<file path="config.mk">
export PLATFORM = sky130hd
export DESIGN_NAME = spi_baud_gen
export DESIGN_NICKNAME = d
export VERILOG_FILES = /design/src/rtl/spi_baud_pkg.sv /design/src/rtl/spi_baud_ctrl.sv /design/src/rtl/spi_baud_dp.sv /design/src/rtl/spi_baud_slvmon.sv /design/src/rtl/spi_baud_gen.sv
export SDC_FILE = /design/constraint.sdc
export NUM_CORES = 1
export LEC_CHECK = 0
export BUFFER_PORTS_ARGS = -buffer_cell sky130_fd_sc_hd__buf_2
export CORE_MARGIN = 4
export CORE_UTILIZATION = 49
export CTS_BUF_LIST = sky130_fd_sc_hd__clkbuf_8
export CTS_CLUSTER_DIAMETER = 60
export DETAILED_ROUTE_END_ITERATION = 8
export PLACE_DENSITY = 0.76
export SETUP_SLACK_MARGIN = 0.3
export SLEW_MARGIN = 20
export SYNTH_ARGS = -nofsm -noshare
export SYNTH_HDL_FRONTEND = slang
export SYNTH_SLANG_ARGS = --single-unit
</file>
<file path="constraint.sdc">
create_clock -name clk -period 4.5 [get_ports clk]
set_input_delay 0.9 -clock clk [delete_from_list [all_inputs] [get_ports clk]]
set_output_delay 0.9 -clock clk [all_outputs]
set_load 0.05 [all_outputs]
</file>
<file path="src/rtl/spi_baud_pkg.sv">
package spi_baud_pkg;

  parameter int unsigned REG_W   = 16;
  parameter int unsigned RATE_W  = 7;
  parameter int unsigned DIV_W   = RATE_W + 1;
  parameter int unsigned MIN_DIV = 4;
  parameter int unsigned MIN_GAP = 4;

  // Strobes and period geometry handed from control to datapath
  typedef struct packed {
    logic             clear;    // divider held idle
    logic             start;    // first cycle of a transfer
    logic             advance;  // divider running
    logic [DIV_W-1:0] divLen;   // active period length
    logic [DIV_W-1:0] lowLen;   // low-phase length
  } dpStrobes_t;

endpackage

</file>
<file path="src/rtl/spi_baud_ctrl.sv">
module spi_baud_ctrl
  import spi_baud_pkg::*;
#(
  parameter int unsigned P_REG_W   = REG_W,
  parameter int unsigned P_RATE_W  = RATE_W,
  parameter int unsigned P_DIV_W   = DIV_W,
  parameter int unsigned P_MIN_DIV = MIN_DIV
) (
  input  logic               clk,
  input  logic               rstN,
  input  logic               regWrEn,
  input  logic [P_REG_W-1:0] regWrData,
  output logic [P_REG_W-1:0] regRdData,
  input  logic               masterMode,
  input  logic               xferActive,
  input  logic               periodEnd,
  output dpStrobes_t         strobes
);

  localparam logic [P_RATE_W-1:0] CLAMP_LIMIT = P_RATE_W'(P_MIN_DIV - 1);

  logic [P_RATE_W-1:0] rateReg;
  logic [P_DIV_W-1:0]  activeDiv;
  logic [P_DIV_W-1:0]  reqDiv;
  logic                running;
  logic                runReq;
  logic                unusedHiBits;

  assign unusedHiBits = ^regWrData[P_REG_W-1:P_RATE_W];
  assign runReq       = masterMode & xferActive;

  // Small codes collapse to the minimum divisor
  always_comb begin
    if (rateReg < CLAMP_LIMIT) reqDiv = P_DIV_W'(P_MIN_DIV);
    else                       reqDiv = P_DIV_W'(rateReg) + P_DIV_W'(1);
  end

  always_ff @(posedge clk) begin
    if (!rstN) begin
      rateReg   <= '0;
      activeDiv <= P_DIV_W'(P_MIN_DIV);
      running   <= 1'b0;
    end else begin
      if (regWrEn) rateReg <= regWrData[P_RATE_W-1:0];
      running <= runReq;
      if ((runReq && !running) || (runReq && running && periodEnd))
        activeDiv <= reqDiv;
    end
  end

  always_comb begin
    strobes.clear   = ~runReq;
    strobes.start   = runReq & ~running;
    strobes.advance = runReq & running;
    strobes.divLen  = activeDiv;
    strobes.lowLen  = activeDiv >> 1;
  end

  assign regRdData = P_REG_W'(rateReg);

endmodule

</file>
<file path="src/rtl/spi_baud_dp.sv">
module spi_baud_dp
  import spi_baud_pkg::*;
#(
  parameter int unsigned P_DIV_W = DIV_W
) (
  input  logic       clk,
  input  logic       rstN,
  input  dpStrobes_t strobes,
  output logic       periodEnd,
  output logic       sclkOut,
  output logic       samplePulse,
  output logic       shiftPulse
);

  logic [P_DIV_W-1:0] pos;
  logic [P_DIV_W-1:0] nextPos;

  assign periodEnd = (pos == strobes.divLen - P_DIV_W'(1));

  always_comb begin
    if (strobes.clear || strobes.start) nextPos = '0;
    else if (strobes.advance)           nextPos = periodEnd ? '0 : pos + P_DIV_W'(1);
    else                                nextPos = pos;
  end

  always_ff @(posedge clk) begin
    if (!rstN) begin
      pos         <= '0;
      sclkOut     <= 1'b0;
      samplePulse <= 1'b0;
      shiftPulse  <= 1'b0;
    end else begin
      pos         <= nextPos;
      sclkOut     <= strobes.advance && (nextPos >= strobes.lowLen);
      samplePulse <= strobes.advance && !periodEnd && (nextPos == strobes.lowLen);
      shiftPulse  <= strobes.advance && periodEnd;
    end
  end

endmodule

</file>
<file path="src/rtl/spi_baud_slvmon.sv">
module spi_baud_slvmon
  import spi_baud_pkg::*;
#(
  parameter int unsigned P_MIN_GAP = MIN_GAP
) (
  input  logic clk,
  input  logic rstN,
  input  logic masterMode,
  input  logic extSclk,
  output logic overspeedErr
);

  localparam int unsigned GAP_W = $clog2(P_MIN_GAP + 1);
  localparam logic [GAP_W-1:0] GAP_LIMIT = GAP_W'(P_MIN_GAP);

  logic [2:0]       syncPipe;
  logic             riseDet;
  logic             seenEdge;
  logic [GAP_W-1:0] gapCnt;

  assign riseDet = syncPipe[1] & ~syncPipe[2];

  always_ff @(posedge clk) begin
    if (!rstN) begin
      syncPipe     <= '0;
      seenEdge     <= 1'b0;
      gapCnt       <= '0;
      overspeedErr <= 1'b0;
    end else begin
      syncPipe <= {syncPipe[1:0], extSclk};
      if (masterMode) begin
        seenEdge     <= 1'b0;
        gapCnt       <= '0;
        overspeedErr <= 1'b0;
      end else begin
        overspeedErr <= riseDet && seenEdge && (gapCnt < GAP_LIMIT);
        if (riseDet) begin
          seenEdge <= 1'b1;
          gapCnt   <= GAP_W'(1);
        end else if (gapCnt < GAP_LIMIT) begin
          gapCnt <= gapCnt + GAP_W'(1);
        end
      end
    end
  end

endmodule

</file>
<file path="src/rtl/spi_baud_gen.sv">
module spi_baud_gen
  import spi_baud_pkg::*;
(
  input  logic        clk,
  input  logic        rstN,
  input  logic        regWrEn,
  input  logic [15:0] regWrData,
  output logic [15:0] regRdData,
  input  logic        masterMode,
  input  logic        xferActive,
  input  logic        extSclk,
  output logic        sclkOut,
  output logic        samplePulse,
  output logic        shiftPulse,
  output logic        overspeedErr
);

  dpStrobes_t strobes;
  logic       periodEnd;

  spi_baud_ctrl u_ctrl (
    .clk(clk), .rstN(rstN),
    .regWrEn(regWrEn), .regWrData(regWrData), .regRdData(regRdData),
    .masterMode(masterMode), .xferActive(xferActive),
    .periodEnd(periodEnd), .strobes(strobes)
  );

  spi_baud_dp u_dp (
    .clk(clk), .rstN(rstN), .strobes(strobes), .periodEnd(periodEnd),
    .sclkOut(sclkOut), .samplePulse(samplePulse), .shiftPulse(shiftPulse)
  );

  spi_baud_slvmon u_slvmon (
    .clk(clk), .rstN(rstN), .masterMode(masterMode),
    .extSclk(extSclk), .overspeedErr(overspeedErr)
  );

endmodule

</file>
## After elaboration in Yosys (flattened, before gate mapping)

Index checks and enable logic that the tools add are counted.

| storage, ports and cells | value |
|---|---|
| register bits after elaboration | 35 |
| bits in latches | 0 |
| memory bits (writable) | 0 |
| memory bits (read-only) | 0 |
| output and inout port bits | 20 |
| word-level logic and storage cells | 51 |
| memories kept | 0 |

| cells by class | value |
|---|---|
| add/subtract/negate cells | 4 |
| multiply operators | 0 |
| divide/modulo/power cells | 0 |
| order comparisons | 3 |
| equality and inequality tests | 2 |
| shift-type cells | 0 |
| multiplexer cells | 6 |
| bitwise logic cells | 8 |
| reductions and logical operators | 16 |

Operators with widths:

| kind | count |
|---|---|
| two-way mux 8 bit | 4 |
| logical AND 1 bit | 9 |
| adder 7 x 1 -> 8 bit, second input constant | 1 |
| adder 8 x 1 -> 8 bit, second input constant | 1 |
| equality test 8 x 7 -> 1 bit | 1 |
| equality test 8 bit | 1 |
| >= comparator 8 x 7 -> 1 bit | 1 |
| subtractor 8 x 1 -> 8 bit, second input constant | 1 |
| less-than comparator 7 x 2 -> 1 bit, second input constant | 1 |
| AND 1 bit | 4 |
| inverter 1 bit | 4 |
| adder 3 x 1 -> 3 bit, second input constant | 1 |
| less-than comparator 3 bit, second input constant | 1 |
| OR reduction 3 bit | 1 |
| zero test 1 bit | 2 |
| logical OR 1 bit | 2 |
| two-way mux 1 bit | 2 |
| nonzero test 2 bit | 1 |
| OR reduction 2 bit | 1 |

## Logic depth before layout (Yosys ltp)

| logic depth | value |
|---|---|
| depth in word-level cells | 7 |
| mapped depth | 15 |

## By module

Synthesis repeated with hierarchy kept, for this count alone.

| second synthesis, totals | value |
|---|---|
| cell total of the unflattened synthesis | 241 |
| area, all modules | 2153.3 um^2 |

Modules (own cells, without submodules):

| module | times used | cells each | area each (um^2) | sequential area each (um^2) |
|---|---|---|---|---|
| spi_baud_dp | 1 | 125 | 1032.2 | 220.2 |
| spi_baud_ctrl | 1 | 92 | 833.3 | 320.3 |
| spi_baud_slvmon | 1 | 24 | 287.8 | 160.2 |

## Least setup slack after synthesis

OpenSTA, ideal clock, no wires.

| timing | value |
|---|---|
| kind | register -> register |
| start point | register u_ctrl.activeDiv[2] |
| end point | register u_dp.sclkOut |
| setup time | 0.116 ns |
| arrival | 3.055 ns |
| setup slack | 1.329 ns |
| cell stages (with the launch flop) | 15 |
| path through | dfxtp_1 buf_6 or4_4 nor4_1 nor4_1 or4_4 nand4_1 or2_2 ha_1 nand2b_1 a21o_1 a21o_1 a21oi_1 o221ai_1 nor2b_1 |

| between the ends | value |
|---|---|
| word-level cells in the longest chain between the ends | 7 |

Ends and longest elaborated chain:

| what | line | RTL |
|---|---|---|
| start, declared | spi_baud_ctrl.sv:23 | `logic [P_DIV_W-1:0] activeDiv;` |
| start signal, assigned | spi_baud_ctrl.sv:41 | `activeDiv <= P_DIV_W'(P_MIN_DIV);` |
| start signal, assigned | spi_baud_ctrl.sv:47 | `activeDiv <= reqDiv;` |
| subtractor 8 x 1 -> 8 bit | spi_baud_dp.sv:18 | `assign periodEnd = (pos == strobes.divLen - P_DIV_W'(1));` |
| equality test 8 bit | spi_baud_dp.sv:18 |  |
| two-way mux 8 bit (2 in series) | spi_baud_dp.sv:22 | `else if (strobes.advance) nextPos = periodEnd ? '0 : pos + P_DIV_W'(1);` |
| two-way mux 8 bit | spi_baud_dp.sv:21 | `if (strobes.clear \|\| strobes.start) nextPos = '0;` |
| >= comparator 8 x 7 -> 1 bit * | spi_baud_dp.sv:34 | `sclkOut <= strobes.advance && (nextPos >= strobes.lowLen);` |
| logical AND 1 bit * | spi_baud_dp.sv:34 |  |
| end signal, assigned | spi_baud_dp.sv:34 |  |
| end, declared | spi_baud_dp.sv:10 | `output logic sclkOut,` |

Mark *: on every way between the ends. The rest lies on a longest branch, timed or not.
A chain may end at the register's enable or synchronous reset.

## Final worst setup path

| timing | value |
|---|---|
| start point | register u_ctrl.activeDiv[0] |
| end point | register u_dp.sclkOut |

| between the ends | value |
|---|---|
| word-level cells in the longest chain between the ends | 7 |

Ends and longest elaborated chain:

| what | line |
|---|---|
| subtractor 8 x 1 -> 8 bit | spi_baud_dp.sv:18 |
| equality test 8 bit | spi_baud_dp.sv:18 |
| two-way mux 8 bit (2 in series) | spi_baud_dp.sv:22 |
| two-way mux 8 bit | spi_baud_dp.sv:21 |
| >= comparator 8 x 7 -> 1 bit | spi_baud_dp.sv:34 |
| logical AND 1 bit | spi_baud_dp.sv:34 |

Every way passes these cells.

==> summary.txt <==
I/O pin count - 42
Initial Util - 0.519
share of cells above drive strength 1 - 0.151
WL final - 3440 um
total CTS buffers - 5
CORE AREA - 3740 sq um
Final Hold Fails - 0
slowest stage cell, crit path - or4_4
Final Wtd Congestion - 0.825
Via density - 5.09
largest net degree at the start of global routing - 30
vias in the first global route - 1,387
Core Util, Final - 0.576
Critical Path RT - 4.68 ns
crit path capture type - flip-flop
pwr dens - 329 nW/um^2
Layout Area Growth over Synthesis - 10.9%
gr usage total - 0.142
Distinct cells, synth - 37
WHS - 0.435 ns
Clock Pin Slew Worst Setup and Hold Paths - 0.08 ns
top-count cell post-synth - dfxtp_1
Post-synth top flop - dfxtp_1
RSZ-0062 raised after global routing - no
sequential area share after synthesis - 0.360
Finish-stage setup viols - 0
full die area - 5040 sq um
Post-CTS Setup Inserts - 0
sw frac - 0.270
HP Class - flip-flop to flip-flop
Final ANT Viol Nets - 0
cell internal pwr - 0.518 mW
CTS sink cnt - 35
First-pass DRT Iterations - 4
worst vdd ir - 0.228 mV
r2r worst-path depth - 13
Syn Inst Count - 224
Synth top cells by count - 35 x dfxtp_1, 23 x nor2_1, 20 x nand2_1
status - finished clean
Final Skew - 0.00392 ns
Yosys top cell area share - 0.360
Leak - 0.934 nW
crit-path cells - or4_4 > nor4_1 > nor4_1 > or4_4 > nand4_1 > or2_2 > ha_1 > nand2b_1 > a21o_1 > a21o_1 > a21oi_1 > o221ai_1 > nor2b_1
fin crit period - 3.50 ns
H-tree levels - 2
CP Class - flip-flop to flip-flop
combinational power share - 0.129
Nets - 277
asr flop ratio synth - 0
vias post-DR - 1,490
global-route wire length before repair - 5820 um
fmax - 285 MHz
Syn Area/Cell - 8.68 sq um
wire length per cell - 11.7 um
YS warnings - 0
Diodes inserted - 0
initial antenna violation count - 0
TritonCTS clock tree - done
Max Buffers Root-to-Sink - 2
starting DRC count in detailed routing - 50
crit-path max FO - 7
number of synthesized flops with an enable pin - 0
clock network power share - 0.407
FF+latch count, synth - 35
sequential share of power - 0.465
Psw - 0.192 mW
# resized after CTS - 0
worst setup margin - 0.996 ns
IO buf count - 23
row cnt - 22
hold_buf cts - 0
setup tns final - 0 ns
chip width - 71.0 um
pre-CTS WS - 1.03 ns
max_cap viols - 0
Die Y - 71.0 um
final critical-path share of the clock period - 0.779
Overflow after GRT - 0
type of origin of the critical path - flip-flop
synthesized area - 1940 sq um
Hold Path Stages - 1
Final Slew Violations - 0
Clock Latency Late Sink - 0.29 ns
largest cells by area after synthesis - dfxtp_1 36%, mux2i_1 8.2%, ha_1 7.1%
CTS root buffer - clkbuf_8
Remaining DRCs - 0
largest stage delay on the critical path - 0.55 ns
Worst EP arrival - 3.69 ns
hpwl dp - 2570 um
cell taking the most area after synthesis - dfxtp_1
[registers in the layout, summed over array words and instances, names as in the netlist]
signal / flops
u_dp.samplePulse: 1
u_dp.pos: 8
u_slvmon.overspeedErr: 1
u_ctrl.rateReg: 7
u_slvmon.syncPipe: 3
u_ctrl.running: 1
u_slvmon.gapCnt: 3
u_ctrl.activeDiv: 8
u_slvmon.seenEdge: 1
u_dp.shiftPulse: 1
u_dp.sclkOut: 1
[final timing paths]
kind | slack [ns] | end | start
min | 0.43 | u_slvmon.syncPipe[1]$_SDFF_PN0_ | u_slvmon.syncPipe[0]$_SDFF_PN0_
max reg2reg | 1.0 | u_dp.sclkOut$_SDFF_PN0_ | u_ctrl.activeDiv[0]$_SDFFE_PN0P_
min reg2reg | 0.43 | u_slvmon.syncPipe[1]$_SDFF_PN0_ | u_slvmon.syncPipe[0]$_SDFF_PN0_
max | 1.0 | u_dp.sclkOut$_SDFF_PN0_ | u_ctrl.activeDiv[0]$_SDFFE_PN0P_
[cell type report]
class	count	area, sq um
Multi-Input combinational cell	167	1120
Fill cell	356	1590
Timing Repair Buffer	23	115
Clock buffer	5	68.8
Clock inverter	3	47.5
Tap cell	48	60.1
Sequential cell	35	701
Inverter	12	45.0
[through the flow]
stage | instance area [sq um] | power, mW | instances
6_report | 2160 | 0.710 | 293
5_1_grt | 2160 | 0.741 | 293
4_1_cts | 2160 | 0.719 | 293
3_5_place_dp | 2040 | 0.429 | 285
3_3_place_gp | 2040 | 0.426 | 285
2_1_floorplan | 1970 | 0.418 | 232
[placed cells by master (no fill, tap or decap), types with 5 or more instances in the layout]
cell type and n:
nand4_1 6, xnor2_1 8, nand2_1 20, inv_1 12, ha_1 11, a21oi_1 5, buf_2 23, nand3_1 7
xor2_1 12, nor4_1 7, conb_1 9, clkbuf_8 5, mux2i_1 16, dfxtp_1 35, nor2_1 23, nor2b_1 9
nand2b_1 6
[power by group through the flow]
stage | Clock (mW) | Sequential (mW) | Combinational [mW]
finish | 0.289 | 0.330 | 0.0915
global route | 0.308 | 0.332 | 0.101
CTS | 0.297 | 0.330 | 0.0920
detailed placement | 0 | 0.337 | 0.0916
global placement | 0 | 0.337 | 0.0898
floorplan | 0 | 0.346 | 0.0716
[layer usage]
metal,GRT usage,vias up,wire [um]
li1,-,777,-
met1,0.171,675,1630
met2,0.237,33,1630
met3,0.0398,5,149
met4,0.0585,0,38
met5,0,-,0
[cells by family (layout without fill, tap and decap cells)]
kind of cell / Yosys count / in the layout / share of synthesized area
other: 1 / 9 / 0.00193
flip-flops: 35 / 35 / 0.360
multiplexers: 16 / 16 / 0.0824
AND/OR/NAND/NOR: 94 / 94 / 0.250
adder cells (fa/ha/maj): 11 / 11 / 0.0708
buffers and inverters: 30 / 43 / 0.0798
XOR/XNOR: 20 / 20 / 0.0901
AO/OA/AOI/OAI: 17 / 17 / 0.0650
[critical path: cells and delay by family (launching register included)]
family / cells / cell delay (ns)
AND/OR/NAND/NOR: 8 / 2.18
AO/OA/AOI/OAI: 4 / 0.62
flip-flops: 1 / 0.37
adder cells (fa/ha/maj): 1 / 0.23
Power figures use the tool's default switching activity.
